[config.mk]
export PLATFORM = sky130hd
export DESIGN_NAME = snoop_responder
export DESIGN_NICKNAME = d
export VERILOG_FILES = /design/src/rtl/snoop_pkg.sv /design/src/rtl/snoop_dpath.sv /design/src/rtl/snoop_ctrl.sv /design/src/rtl/snoop_responder.sv
export SDC_FILE = /design/constraint.sdc
export NUM_CORES = 1
export LEC_CHECK = 0
export BUFFER_PORTS_ARGS = -buffer_cell sky130_fd_sc_hd__buf_2
export CAP_MARGIN = 30
export CORE_ASPECT_RATIO = 0.75
export CORE_MARGIN = 8
export CORE_UTILIZATION = 35
export DETAILED_ROUTE_END_ITERATION = 10
export HOLD_SLACK_MARGIN = 0.08
export SLEW_MARGIN = 5
export SYNTH_ARGS = -nofsm -noshare
export SYNTH_HDL_FRONTEND = slang
export SYNTH_SLANG_ARGS = --single-unit
[constraint.sdc]
create_clock -name clk -period 4.82 [get_ports clk]
set_clock_uncertainty 0.15 [all_clocks]
set_input_delay 0.482 -clock clk [delete_from_list [all_inputs] [get_ports clk]]
set_output_delay 0.482 -clock clk [all_outputs]
set_load 0.03 [all_outputs]
[src/rtl/snoop_pkg.sv]
package snoop_pkg;

  typedef enum logic [2:0] {
    ST_I = 3'd0,
    ST_S = 3'd1,
    ST_E = 3'd2,
    ST_M = 3'd3,
    ST_F = 3'd4
  } lineState_t;

  typedef enum logic [1:0] {
    SNP_SHR = 2'd0,
    SNP_RFO = 2'd1,
    SNP_INV = 2'd2,
    SNP_INV2 = 2'd3
  } snpType_t;

  typedef enum logic [1:0] {
    RSP_IACK = 2'd0,
    RSP_SACK = 2'd1,
    RSP_DATA = 2'd2,
    RSP_CNFL = 2'd3
  } rspKind_t;

  // strobes from control to datapath
  typedef struct packed {
    logic       useHead;  // candidate snoop is the queue head
    logic       push;     // store incoming snoop in hold queue
    logic       pop;      // retire queue head
    logic       wrState;  // update candidate line state
    lineState_t wrVal;
    logic       setDack;  // data handed out: hold line until data ack
  } ctlStrobe_t;

endpackage

[src/rtl/snoop_dpath.sv]
module snoop_dpath
  import snoop_pkg::*;
#(
  parameter int LINES = 8,
  parameter int ID_W  = 3,
  parameter int SLOTS = 4,
  localparam int IDX_W = $clog2(LINES),
  localparam int PTR_W = (SLOTS > 1) ? $clog2(SLOTS) : 1,
  localparam int CNT_W = $clog2(SLOTS + 1)
) (
  input  logic             clk,
  input  logic             rstN,
  input  ctlStrobe_t       str,
  input  logic [IDX_W-1:0] reqLine,
  input  logic [ID_W-1:0]  reqId,
  input  logic [1:0]       reqType,
  input  logic             ownReqValid,
  input  logic [IDX_W-1:0] ownReqLine,
  input  logic             ownDoneValid,
  input  logic [IDX_W-1:0] ownDoneLine,
  input  logic [2:0]       ownDoneState,
  input  logic             evictValid,
  input  logic [IDX_W-1:0] evictLine,
  input  logic             wbAckValid,
  input  logic [IDX_W-1:0] wbAckLine,
  input  logic             dackValid,
  input  logic [IDX_W-1:0] dackLine,
  output logic             fifoEmpty,
  output logic             fifoFull,
  output logic [IDX_W-1:0] headLine,
  output logic [ID_W-1:0]  headId,
  output logic [1:0]       headType,
  output lineState_t       headState,
  output logic             headPend,
  output logic             headBlk,
  output lineState_t       inState,
  output logic             inPend,
  output logic             inBlk,
  output logic             wbValid,
  output logic [IDX_W-1:0] wbLine
);

  lineState_t       stTab [LINES];
  logic [LINES-1:0] pendVec, dackBlk, wbBlk;

  logic [IDX_W-1:0] qLine [SLOTS];
  logic [ID_W-1:0]  qId   [SLOTS];
  logic [1:0]       qType [SLOTS];
  logic [PTR_W-1:0] rdPtr, wrPtr;
  logic [CNT_W-1:0] cnt;

  logic [IDX_W-1:0] candLine;

  function automatic logic [PTR_W-1:0] nextPtr(input logic [PTR_W-1:0] p);
    return (p == PTR_W'(SLOTS - 1)) ? '0 : p + 1'b1;
  endfunction

  assign fifoEmpty = (cnt == '0);
  assign fifoFull  = (cnt == CNT_W'(SLOTS));
  assign headLine  = qLine[rdPtr];
  assign headId    = qId[rdPtr];
  assign headType  = qType[rdPtr];
  assign headState = stTab[headLine];
  assign headPend  = pendVec[headLine];
  assign headBlk   = dackBlk[headLine] | wbBlk[headLine];
  assign inState   = stTab[reqLine];
  assign inPend    = pendVec[reqLine];
  assign inBlk     = dackBlk[reqLine] | wbBlk[reqLine];
  assign candLine  = str.useHead ? headLine : reqLine;

  // hold queue
  always_ff @(posedge clk or negedge rstN) begin
    if (!rstN) begin
      rdPtr <= '0;
      wrPtr <= '0;
      cnt   <= '0;
    end else begin
      if (str.push) begin
        qLine[wrPtr] <= reqLine;
        qId[wrPtr]   <= reqId;
        qType[wrPtr] <= reqType;
        wrPtr        <= nextPtr(wrPtr);
      end
      if (str.pop) rdPtr <= nextPtr(rdPtr);
      cnt <= cnt + CNT_W'(str.push) - CNT_W'(str.pop);
    end
  end

  // line state table and hold flags; local events win over snoop updates
  always_ff @(posedge clk or negedge rstN) begin
    if (!rstN) begin
      for (int i = 0; i < LINES; i++) stTab[i] <= ST_I;
      pendVec <= '0;
      dackBlk <= '0;
      wbBlk   <= '0;
      wbValid <= 1'b0;
      wbLine  <= '0;
    end else begin
      wbValid <= 1'b0;
      if (str.wrState) stTab[candLine] <= str.wrVal;
      if (dackValid) dackBlk[dackLine] <= 1'b0;
      if (str.setDack) dackBlk[candLine] <= 1'b1;
      if (ownReqValid) pendVec[ownReqLine] <= 1'b1;
      if (ownDoneValid) begin
        pendVec[ownDoneLine] <= 1'b0;
        stTab[ownDoneLine]   <= lineState_t'(ownDoneState);
      end
      if (wbAckValid) wbBlk[wbAckLine] <= 1'b0;
      if (evictValid) begin
        stTab[evictLine] <= ST_I;
        if (stTab[evictLine] == ST_M) begin
          wbBlk[evictLine] <= 1'b1;
          wbValid          <= 1'b1;
          wbLine           <= evictLine;
        end
      end
    end
  end

  AST_NO_OVERFLOW: assert property (@(posedge clk) disable iff (!rstN)
    str.push |-> !fifoFull);
  AST_NO_UNDERFLOW: assert property (@(posedge clk) disable iff (!rstN)
    str.pop |-> !fifoEmpty);
  AST_SUPPLY_HOLDS: assert property (@(posedge clk) disable iff (!rstN)
    str.setDack |=> (dackBlk != '0));
  AST_EVICT_CLEARS: assert property (@(posedge clk) disable iff (!rstN)
    evictValid |=> (stTab[$past(evictLine)] == ST_I));

endmodule

[src/rtl/snoop_ctrl.sv]
module snoop_ctrl
  import snoop_pkg::*;
#(
  parameter int LINES = 8,
  parameter int ID_W  = 3,
  localparam int IDX_W = $clog2(LINES)
) (
  input  logic             clk,
  input  logic             rstN,
  input  logic             reqValid,
  input  logic [IDX_W-1:0] reqLine,
  input  logic [ID_W-1:0]  reqId,
  input  logic [1:0]       reqType,
  input  logic             fifoEmpty,
  input  logic             fifoFull,
  input  logic [IDX_W-1:0] headLine,
  input  logic [ID_W-1:0]  headId,
  input  logic [1:0]       headType,
  input  lineState_t       headState,
  input  logic             headPend,
  input  logic             headBlk,
  input  lineState_t       inState,
  input  logic             inPend,
  input  logic             inBlk,
  output ctlStrobe_t       str,
  output logic             reqReady,
  output logic             rspValid,
  output rspKind_t         rspKind,
  output logic             rspHasData,
  output lineState_t       rspInstall,
  output logic [ID_W-1:0]  rspId,
  output logic [IDX_W-1:0] rspLine
);

  logic             useHead, useIn, fire;
  lineState_t       cSt;
  logic             cPend;
  snpType_t         cType;
  logic [ID_W-1:0]  cId;
  logic [IDX_W-1:0] cLine;
  rspKind_t         nKind;
  logic             nData;
  lineState_t       nInst, nSt;

  assign useHead  = !fifoEmpty && !headBlk;
  assign useIn    = reqValid && fifoEmpty && !inBlk;
  assign fire     = useHead || useIn;
  assign reqReady = !fifoFull;

  assign cSt   = useHead ? headState : inState;
  assign cPend = useHead ? headPend : inPend;
  assign cType = snpType_t'(useHead ? headType : reqType);
  assign cId   = useHead ? headId : reqId;
  assign cLine = useHead ? headLine : reqLine;

  // response and next-state decision for the candidate snoop
  always_comb begin
    nKind = RSP_IACK;
    nData = 1'b0;
    nInst = ST_I;
    nSt   = cSt;
    if (cPend) begin
      nKind = RSP_CNFL;
    end else begin
      unique case (cType)
        SNP_SHR: begin
          unique case (cSt)
            ST_S: nKind = RSP_SACK;
            ST_F, ST_E: begin
              nKind = RSP_DATA; nData = 1'b1; nInst = ST_F; nSt = ST_S;
            end
            ST_M: begin
              nKind = RSP_DATA; nData = 1'b1; nInst = ST_M; nSt = ST_I;
            end
            default: nKind = RSP_IACK;
          endcase
        end
        SNP_RFO: begin
          nSt = ST_I;
          unique case (cSt)
            ST_E, ST_M: begin
              nKind = RSP_DATA; nData = 1'b1; nInst = cSt;
            end
            ST_F: nData = 1'b1;
            default: nKind = RSP_IACK;
          endcase
        end
        default: nSt = ST_I;
      endcase
    end
  end

  always_comb begin
    str.useHead = useHead;
    str.push    = reqValid && !fifoFull && !useIn;
    str.pop     = useHead;
    str.wrState = fire && (nSt != cSt);
    str.wrVal   = nSt;
    str.setDack = fire && nData;
  end

  always_ff @(posedge clk or negedge rstN) begin
    if (!rstN) begin
      rspValid   <= 1'b0;
      rspKind    <= RSP_IACK;
      rspHasData <= 1'b0;
      rspInstall <= ST_I;
      rspId      <= '0;
      rspLine    <= '0;
    end else begin
      rspValid <= fire;
      if (fire) begin
        rspKind    <= nKind;
        rspHasData <= nData;
        rspInstall <= nInst;
        rspId      <= cId;
        rspLine    <= cLine;
      end
    end
  end

  AST_ONE_RSP: assert property (@(posedge clk) disable iff (!rstN)
    fire |=> rspValid);
  AST_NO_SPURIOUS_RSP: assert property (@(posedge clk) disable iff (!rstN)
    !fire |=> !rspValid);
  AST_DATA_CARRIES: assert property (@(posedge clk) disable iff (!rstN)
    (rspValid && rspKind == RSP_DATA) |-> (rspHasData && rspInstall != ST_I));
  AST_CNFL_BARE: assert property (@(posedge clk) disable iff (!rstN)
    (rspValid && rspKind == RSP_CNFL) |-> (!rspHasData && rspInstall == ST_I));

endmodule

[src/rtl/snoop_responder.sv]
module snoop_responder
  import snoop_pkg::*;
#(
  parameter int LINES = 8,
  parameter int ID_W  = 3,
  parameter int SLOTS = 4,
  localparam int IDX_W = $clog2(LINES)
) (
  input  logic             clk,
  input  logic             rstN,
  input  logic             reqValid,
  output logic             reqReady,
  input  logic [1:0]       reqType,
  input  logic [IDX_W-1:0] reqLine,
  input  logic [ID_W-1:0]  reqId,
  output logic             rspValid,
  output logic [1:0]       rspKind,
  output logic             rspHasData,
  output logic [2:0]       rspInstall,
  output logic [ID_W-1:0]  rspId,
  output logic [IDX_W-1:0] rspLine,
  input  logic             ownReqValid,
  input  logic [IDX_W-1:0] ownReqLine,
  input  logic             ownDoneValid,
  input  logic [IDX_W-1:0] ownDoneLine,
  input  logic [2:0]       ownDoneState,
  input  logic             evictValid,
  input  logic [IDX_W-1:0] evictLine,
  output logic             wbValid,
  output logic [IDX_W-1:0] wbLine,
  input  logic             wbAckValid,
  input  logic [IDX_W-1:0] wbAckLine,
  input  logic             dackValid,
  input  logic [IDX_W-1:0] dackLine
);

  ctlStrobe_t       str;
  logic             fifoEmpty, fifoFull, headPend, headBlk, inPend, inBlk;
  logic [IDX_W-1:0] headLine;
  logic [ID_W-1:0]  headId;
  logic [1:0]       headType;
  lineState_t       headState, inState, rspInstallT;
  rspKind_t         rspKindT;

  assign rspKind    = rspKindT;
  assign rspInstall = rspInstallT;

  snoop_dpath #(.LINES(LINES), .ID_W(ID_W), .SLOTS(SLOTS)) u_dpath (
    .clk(clk), .rstN(rstN), .str(str),
    .reqLine(reqLine), .reqId(reqId), .reqType(reqType),
    .ownReqValid(ownReqValid), .ownReqLine(ownReqLine),
    .ownDoneValid(ownDoneValid), .ownDoneLine(ownDoneLine), .ownDoneState(ownDoneState),
    .evictValid(evictValid), .evictLine(evictLine),
    .wbAckValid(wbAckValid), .wbAckLine(wbAckLine),
    .dackValid(dackValid), .dackLine(dackLine),
    .fifoEmpty(fifoEmpty), .fifoFull(fifoFull),
    .headLine(headLine), .headId(headId), .headType(headType),
    .headState(headState), .headPend(headPend), .headBlk(headBlk),
    .inState(inState), .inPend(inPend), .inBlk(inBlk),
    .wbValid(wbValid), .wbLine(wbLine)
  );

  snoop_ctrl #(.LINES(LINES), .ID_W(ID_W)) u_ctrl (
    .clk(clk), .rstN(rstN),
    .reqValid(reqValid), .reqLine(reqLine), .reqId(reqId), .reqType(reqType),
    .fifoEmpty(fifoEmpty), .fifoFull(fifoFull),
    .headLine(headLine), .headId(headId), .headType(headType),
    .headState(headState), .headPend(headPend), .headBlk(headBlk),
    .inState(inState), .inPend(inPend), .inBlk(inBlk),
    .str(str), .reqReady(reqReady),
    .rspValid(rspValid), .rspKind(rspKindT), .rspHasData(rspHasData),
    .rspInstall(rspInstallT), .rspId(rspId), .rspLine(rspLine)
  );

endmodule

==> out/results.txt, run 1 <==
Register area share after synthesis: 47.7%. Most frequently used cell type in the post-synthesis netlist: sky130_fd_sc_hd__dfrtp_1. By area the synthesized netlist is led by sky130_fd_sc_hd__dfrtp_1 31%, sky130_fd_sc_hd__edfxtp_1 17%, sky130_fd_sc_hd__mux4_2 5.8%, sky130_fd_sc_hd__mux2i_1 4.8%, sky130_fd_sc_hd__nand2_1 3.6%.

The clock period could shrink to 4.24 ns. In this run the vertical extent of the chip is 127 µm. For this run, asynchronously set or reset flops after synthesis account for 69.2%. Buffers inserted during clock tree synthesis total 9.

For this run, the number of standard cells in the final layout without fillers is 800. The startpoint of the most critical register-to-register path is u_dpath.rdPtr[0]$_DFFE_PN0N_. The final-layout setup total negative slack is 0 ns, and the final routed wire length divided by cell count is 19.6 µm.

For the post-route cell area, the log shows 0.00655 mm². Depth of the worst register-to-register path: 10. In this run, flip-flops and latches consume 31.8% of the power. For this design, the sink count on the clock tree is 104. Following the worst setup path forward leads to its endpoint at u_dpath.dackBlk[5]$_DFF_PN0_. The commonest cells after synthesis are 72 x sky130_fd_sc_hd__dfrtp_1, 56 x sky130_fd_sc_hd__nand2_1, 51 x sky130_fd_sc_hd__nor2_1.

In this run, synthesis inferred 32 flip-flops with an integrated enable. The first detailed-routing pass ran for 5 iterations. For the max-capacitance violation count, the log shows 0.

In this run the cell area of the synthesized design comes to 0.00579 mm². The power density over the cells is 676 mW/mm². The most frequently used flop master after synthesis was sky130_fd_sc_hd__dfrtp_1. The area enclosed by the die boundary is 0.0210 mm². The net switching share of the total power works out to 44.2%. The cell row count was 40. Along the worst path, the maximum fanout reaches 20.

The leakage power of the design came out at 2.80 nW. In the final layout, the multi-input gates occupy 0.00285 mm². The detailed router finished its first iteration with 588 violations. The filler cell count in the final layout is 1544, and the number of antenna repair diodes is 0. In this run the cell area measured after placement is 0.00622 mm². For the number of hold violations in the final report, the log shows 0. STA classifies the critical path startpoint as a flop. The worst-case IR drop observed on VDD is 0.267 mV. The worst path meets setup with 0.578 ns of slack. The via density per instance was 5.69; the final cycle utilization of the critical path was 88.0%. The logs give 11900 µm for the half-perimeter wire length after detailed placement and 0 for the count of yosys warnings during synthesis. Internal power comes to 2.47 mW.

The area growth from synthesis to layout is 13.1%. The clock transition at the registers of the reported paths works out to 0.08 ns. The worst hold path belongs to the class input port to flop.

The worst setup path is captured at a flop. TritonCTS built the clock tree. The tree is rooted in a sky130_fd_sc_hd__clkbuf_16. The global-route congestion overflow total was 0; the global placement routability congestion was 0.865. The total wire length is 15700 µm, and the maximum buffer depth of the clock tree is 2. The run gives 0.236 GHz as the maximum achievable frequency.

The critical path is of the flop to flop type. Data arrives at the worst endpoint at 4.37 ns. After floorplanning, the core was sized to cover 0.0161 mm². The remaining routing DRC violations is 0, and the number of nets with antenna violations after routing is 0. The number of global-route vias before repair came out at 4564. Setup repair after global routing left no endpoint under its margin. The logs give 4553 for the total via count after detailed routing and 4.95 ns for the required time of the critical path. The startpoint of the worst hold path is reqId[0]. In the final layout, flip-flops and latches occupy 0.00276 mm².

The synthesis-stage register bit count was 104. The total net switching power came out at 1.96 mW. The flow ran to the end, and the final reports show no timing, DRC or antenna violations. Per report_power, the clock group accounts for 17.2% of the total. For the number of I/O pins, the log shows 52. The top cell type by total area after synthesis was sky130_fd_sc_hd__dfrtp_1.

The part of the power in combinational logic is 51.0%. The tools report the number of antenna violations at the first check in global routing as 0. When the netlist entered floorplanning its net count stood at 583. The launch point of the worst path was u_dpath.rdPtr[0]$_DFFE_PN0N_.

The number of different library cells used by synthesis comes to 62. The first global-routing pass estimated 25000 µm of wire. Entering global routing, the biggest net connects 67 pins.

Once layout is complete, the utilization of the core stands at 40.7%. For flop-to-flop paths, the worst setup slack is 0.58 ns. The cell count after placement is 782, and the cell count after synthesis is 541. The logs give 0.35 ns for the clock latency reported for the late side of the worst-skew pair and 0 for the setup-violating endpoint count in the final report. The die is 165 µm wide. The initial utilization of the core area, before any placement, comes to 35.9%.

In the final design database the tool counted 627 nets. The worst slew margin relative to its limit came out at 42.0%. The logs give 0 for the final number of max-transition violations and 15.2% for the global routing usage summed across all routing layers. In the final layout, the share of cells above drive strength 1 is 20.2%.

The transition time at the pin with the least slew margin is 0.871 ns. Timing analysis after detailed placement gives a worst setup slack of 0.664 ns. The worst register-to-register path ends at u_dpath.dackBlk[5]$_DFF_PN0_.

In this run the number of H-tree levels came out at 3. In this run the tool buffered the top-level ports with 51 buffer cells. A synthesized cell averages 10.7 µm². The share of Yosys cell area claimed by the top area cell type is 31.1%.
==> cell usage in the layout (no fill, tap or decap), drive strengths merged, types with 3 or more instances in the layout <==
| master | count |
|---|---|
| mux2i | 28 |
| a31oi | 10 |
| nand3b | 4 |
| mux2 | 17 |
| a21o | 4 |
| o31ai | 4 |
| ha | 7 |
| a22o | 8 |
| a22oi | 3 |
| o21ai | 27 |
| o41ai | 3 |
| and2 | 5 |
| a21oi | 19 |
| nor2 | 51 |
| o22ai | 7 |
| or3 | 3 |
| nand4 | 3 |
| nor2b | 11 |
| nor3 | 11 |
| dfrtp | 72 |
| nand3 | 29 |
| and3 | 9 |
| edfxtp | 32 |
| a311oi | 5 |
| a32o | 5 |
| o21a | 4 |
| nand2 | 56 |
| a211oi | 5 |
| nand2b | 8 |
| clkbuf | 9 |
| or2 | 10 |
| inv | 24 |
| buf | 54 |
| mux4 | 18 |
==> critical path: stages (launching register included) <==
cell and delay, ns:
sky130_fd_sc_hd__dfrtp_1 0.70, sky130_fd_sc_hd__mux4_2 0.72, sky130_fd_sc_hd__mux2_4 0.34, sky130_fd_sc_hd__mux2_4 0.30, sky130_fd_sc_hd__o22ai_4 0.28, sky130_fd_sc_hd__buf_4 0.34
sky130_fd_sc_hd__a31oi_1 0.25, sky130_fd_sc_hd__o21ai_0 0.14, sky130_fd_sc_hd__nor2_1 0.13, sky130_fd_sc_hd__nor3_1 0.55, sky130_fd_sc_hd__a22o_1 0.26
==> through the flow <==
step | power, mW | hold WS, ns
after floorplan | 3.07 | 0.0364
after global routing | 4.71 | 0.204
after CTS | 4.42 | 0.194
after detailed placement | 3.65 | 0.182
after global placement | 3.59 | 0.177
final | 4.43 | 0.212
==> sequential cells by signal (all words and copies together) (netlist names) <==
signal             count
u_ctrl.rspHasData      1
u_ctrl.rspId           3
u_ctrl.rspInstall      3
u_ctrl.rspKind         2
u_ctrl.rspLine         3
u_ctrl.rspValid        1
u_dpath.cnt            3
u_dpath.dackBlk        8
u_dpath.pendVec        8
u_dpath.qId           12
u_dpath.qLine         12
u_dpath.qType          8
u_dpath.rdPtr          2
u_dpath.stTab         24
u_dpath.wbBlk          8
u_dpath.wbLine         3
u_dpath.wbValid        1
u_dpath.wrPtr          2
==> cell type report <==
class,instances,share of cell area (%)
clock buffer,9,3.44
clock inverter,7,1.36
inverter,19,1.09
multi-input combinational,396,43.6
sequential,104,42.2
tap,210,4.01
timing repair buffer,55,4.39
==> power groups by stage <==
stage               Sequential (mW)  Clock [mW]  Combinational, mW
global route                   1.44       0.811               2.46
global placement               1.41           0               2.18
CTS                            1.40       0.775               2.24
finish                         1.41       0.763               2.26
floorplan                      1.44           0               1.63
detailed placement             1.42           0               2.23
==> timing repair <==
item	4_1_cts	5_1_grt
buffers inserted	0	0
resized for setup	0	0
setup endpoints to repair	0	0
hold endpoints to repair	6	0
hold buffers	1	0
==> logic make-up after synthesis <==
kind of cell             synth area share, %
XOR/XNOR                               0.583
multiplexers                            15.7
buffers and inverters                   3.05
flip-flops                              47.7
adder cells (fa/ha/maj)                 1.86
AND/OR/NAND/NOR                         16.6
AO/OA/AOI/OAI                           14.5
==> routing by layer <==
metal	GRT usage, %	vias to the layer above	share of wire [%]
met3	3.79	16	7.0
met1	21.8	2252	48
met5	0	-	0
met4	4.02	0	1.3
met2	22.1	179	44
li1	-	2106	-
==> worst min path at each step <==
stage / endpoint / slack, ns / cells past startpoint
floorplan: u_ctrl.rspHasData$_DFFE_PN0N_ / 0.04 / 0
global placement: u_ctrl.rspLine[2]$_DFFE_PN0N_ / 0.18 / 1
detailed placement: u_ctrl.rspLine[2]$_DFFE_PN0N_ / 0.18 / 1
CTS: u_dpath.qId[2][0]$_DFFE_PP_ / 0.19 / 1
global route: u_dpath.qId[0][2]$_DFFE_PP_ / 0.20 / 1
finish: u_dpath.qId[2][0]$_DFFE_PP_ / 0.21 / 1
No activity file was read; power rests on OpenSTA's default activity.
==> inputs of run 2 (changes only) <==
--- a/config.mk
+++ b/config.mk
@@ -10,8 +10,10 @@
 export CORE_ASPECT_RATIO = 0.75
 export CORE_MARGIN = 8
 export CORE_UTILIZATION = 35
+export CTS_BUF_LIST = sky130_fd_sc_hd__clkbuf_8
 export DETAILED_ROUTE_END_ITERATION = 10
 export HOLD_SLACK_MARGIN = 0.08
+export PLACE_DENSITY = 0.56
 export SLEW_MARGIN = 5
 export SYNTH_ARGS = -nofsm -noshare
 export SYNTH_HDL_FRONTEND = slang
==> run 2 against run 1 <==
  * Routed wire length rose by 0.32%
  * Count of clock-buffer cells in the layout increased by 1
  * Die area unchanged
  * Largest power group unchanged
  * Worst setup slack better by 0.30 ns
  * Largest cell class unchanged
  * Maximum frequency up 7.7%
  * Non-clock buffer count is 1 higher
  * Critical path type unchanged
  * Register-to-register slack better by 0.30 ns
  * Highest routed layer unchanged
  * Total power fell by 4.4%
  * Global-route usage increased by 0.37 points
  * Final area fell by 1.5%
  * Hold slack lost 0.046 ns
  * Via count decreased by 0.79%
==> out/results.txt, run 2 (synthesis gave the netlist of run 1 again) <==
By instance count, the cell type seen most on the critical path is sky130_fd_sc_hd__mux2_4. The run gives 0 (unchanged) as the max-capacitance violation count. The setup-violating endpoint count in the final report was 0 (unchanged). The port buffer count works out to 51 (unchanged).

The total wire length was 15700 µm (+0.32%). The transition time at the pin with the least slew margin is 0.751 ns (-0.120 ns), and the final cycle utilization of the critical path is 81.7% (-6.3 points). The net total in the final layout was 628 (+0.16%). The signal on the critical path passes through mux4_2, mux2_4, mux2_4, o22ai_4, buf_4, mux2_4, xor2_2, nand2_1, a21bo_2, o41ai_1.

The run gives 40 (unchanged) as the cell row count. The minimum setup slack among reg-to-reg paths was 0.88 ns (+0.30 ns). The run gives 53 (-21%) as the pin count of the biggest net entering global routing. The flow ran to the end, and the final reports show no timing, DRC or antenna violations. Initial detailed-routing violation count: 382 (-35%).

Biggest cell delay along the critical path: 0.61 ns (-0.11 ns). The clock transition at the registers of the reported paths was 0.11 ns (+0.03 ns). For the final-layout setup total negative slack, the log shows 0 ns (unchanged). The area growth from synthesis to layout is 11.5%. The power density over the cells is 656 mW/mm² (-3.0%), and the area of the core is 0.0161 mm² (unchanged). The area of the multi-input gates is 0.00285 mm² (unchanged), and the worst setup margin is 0.881 ns (+0.303 ns). The share of cells above drive strength 1 was 20.3% (+0.14 points); the number of global-route vias before repair was 4602 (+0.83%).

For the starting density of the core, the log shows 35.9% (unchanged). The total clock buffers created by CTS is 9 (unchanged), and the maximum buffer depth of the clock tree is 2 (unchanged). The most flop-heavy register is u_dpath.stTab. Filler cell count in the final layout: 1578 (+2.2%).

The tools report the final-layout worst hold slack as 0.167 ns (-0.0460 ns). Sequential cell area: 0.00276 mm² (unchanged). The endpoint with the worst hold slack was u_dpath.qId[1][0]$_DFFE_PP_.

The flip-flop count of the largest register after layout works out to 24 (unchanged). Via density per instance: 5.64 (-0.91%). On the critical path the largest part of the delay comes from multiplexers. The library cells used most frequently in the layout, excluding fill and tap cells, are 72 x sky130_fd_sc_hd__dfrtp_1, 56 x sky130_fd_sc_hd__nand2_1, 51 x sky130_fd_sc_hd__nor2_1.

The run gives 12000 µm (+0.69%) as the half-perimeter wire length after detailed placement. The worst register-to-register path ends at u_dpath.stTab[3]$_DFF_PN0_. For the number of I/O pins, the log shows 52 (unchanged).

The clock latency reported for the late side of the worst-skew pair is 0.39 ns (+0.04 ns), and the depth of the worst register-to-register path is 10 (unchanged). The post-route cell area was 0.00646 mm² (-1.5%). The tools report the startpoint kind of the worst setup timing path as a flop. The remaining routing DRC violations was 0 (unchanged); the total placed instance area was 0.00623 mm² (+0.12%). The height of the die is 127 µm (unchanged), and the cell count after placement is 783 (+0.13%).

The logs give 25500 µm (+2.1%) for the global-route wire length before repair and 0.903 ns (+0.239 ns) for the worst-case setup slack after placement. Setup repair after global routing left no endpoint under its margin. The master of the slowest instance on the critical path is sky130_fd_sc_hd__dfrtp_1.

The worst setup path is captured at a flop. The tools report the global-route congestion overflow total as 0 (unchanged). In this run the critical register-to-register path is launched from u_dpath.rdPtr[1]$_DFFE_PN0N_. The number of antenna violations at the first check in global routing came out at 0 (unchanged). The maximum achievable frequency is 0.254 GHz (+7.7%), and the count of TritonRoute iterations in the first routing pass is 5 (unchanged). The logs give 3 (unchanged) for the H-tree depth and 0.0210 mm² (unchanged) for the area enclosed by the die boundary.

The number of nets with antenna violations after routing was 0 (unchanged); the leakage power of the design was 2.75 nW (-1.7%). The tools report the worst slew margin relative to its limit as 49.7% (+7.8 points). The run gives 0.865 (about the same) as the global placement routability congestion. The tools report the data arrival time at the worst-slack endpoint as 4.07 ns (-0.30 ns).

The chip width was 165 µm (unchanged). The final number of max-transition violations was 0 (unchanged); the final routed wire length divided by cell count was 19.7 µm (+0.19%). For the total via count after detailed routing, the log shows 4517 (-0.79%). The run gives 801 (+0.13%) as the count of placed standard cells in the final layout, fillers left out. The shortest period the worst path allows was 3.94 ns (-0.303 ns); the worst hold path depth was 1 (unchanged). The required time of the critical path came out at 4.95 ns (about the same). The number of hold violations in the final report is 0 (unchanged).

The type of the worst min-delay path is input port to flop. The number of buffers and inverters on the critical path is 1 (unchanged), and the number of antenna repair diodes is 0 (unchanged). The worst hold path begins at reqId[0].

For the count of clock tree sinks, the log shows 104 (unchanged). For the maximum ir drop on the vdd rail, the log shows 0.234 mV (-12%). CTS placed an instance of sky130_fd_sc_hd__clkbuf_8 at the clock tree root. TritonCTS built the clock tree. In the final layout, the registers with the most flip-flops are u_dpath.stTab x24, u_dpath.qId x12, u_dpath.qLine x12.

The tools report the global routing usage summed across all routing layers as 15.5% (+0.37 points). Most common library cell in the layout ignoring fill and taps: sky130_fd_sc_hd__dfrtp_1. The run gives 0 (unchanged) as the number of setup buffers added after CTS. Maximum net fanout on the critical path: 20 (unchanged).

Path type of the worst setup path: flop to flop.
## run 2: power by group
part | leakage [nW] | switching [mW] | internal (mW)
clock | 0.0999 | 0.314 | 0.260
combinational | 1.44 | 1.35 | 0.922
sequential | 1.21 | 0.218 | 1.17
total | 2.75 | 1.88 | 2.35
## run 2: final cells by class
cell class,count,share of cell area [%]
clock inverter,6,1.10
timing repair buffer,56,4.61
multi-input combinational,396,44.2
clock buffer,10,2.13
inverter,19,1.10
tap,210,4.07
sequential,104,42.8
## run 2: how the worst max path moves through the flow
| stage | depth (start not counted) | startpoint | endpoint |
|---|---|---|---|
| finish | 10 | u_dpath.rdPtr[1]$_DFFE_PN0N_ | u_dpath.stTab[3]$_DFF_PN0_ |
| floorplan | 15 | u_dpath.rdPtr[0]$_DFFE_PN0N_ | u_dpath.cnt[2]$_DFF_PN0_ |
| CTS | 10 | u_dpath.rdPtr[1]$_DFFE_PN0N_ | u_dpath.stTab[3]$_DFF_PN0_ |
| detailed placement | 10 | u_dpath.rdPtr[1]$_DFFE_PN0N_ | u_dpath.stTab[3]$_DFF_PN0_ |
| global route | 10 | u_dpath.rdPtr[1]$_DFFE_PN0N_ | u_dpath.stTab[3]$_DFF_PN0_ |
| global placement | 10 | u_dpath.rdPtr[1]$_DFFE_PN0N_ | u_dpath.stTab[9]$_DFF_PN0_ |
## run 2: timing repair
| action | 4_1_cts | 5_1_grt |
|---|---|---|
| gates resized for setup | 0 | 0 |
| endpoints found under the hold margin | 20 | 0 |
| hold buffers | 1 | 0 |
## run 2: layer usage
| metal | GRT usage (%) | part of all wire, % | vias to the layer above |
|---|---|---|---|
| li1 | - | - | 2105 |
| met1 | 22.3 | 48 | 2205 |
| met2 | 22.0 | 42 | 172 |
| met3 | 3.95 | 6.8 | 35 |
| met4 | 5.60 | 2.3 | 0 |
| met5 | 0 | 0 | - |
## run 2: through the flow
stage | total power, mW | utilization [%]
after floorplan | 3.07 | -
after global placement | 3.62 | 38.7
after detailed placement | 3.67 | 38.7
after CTS | 4.26 | 40.0
after global routing | 4.54 | 40.1
final | 4.23 | 40.1
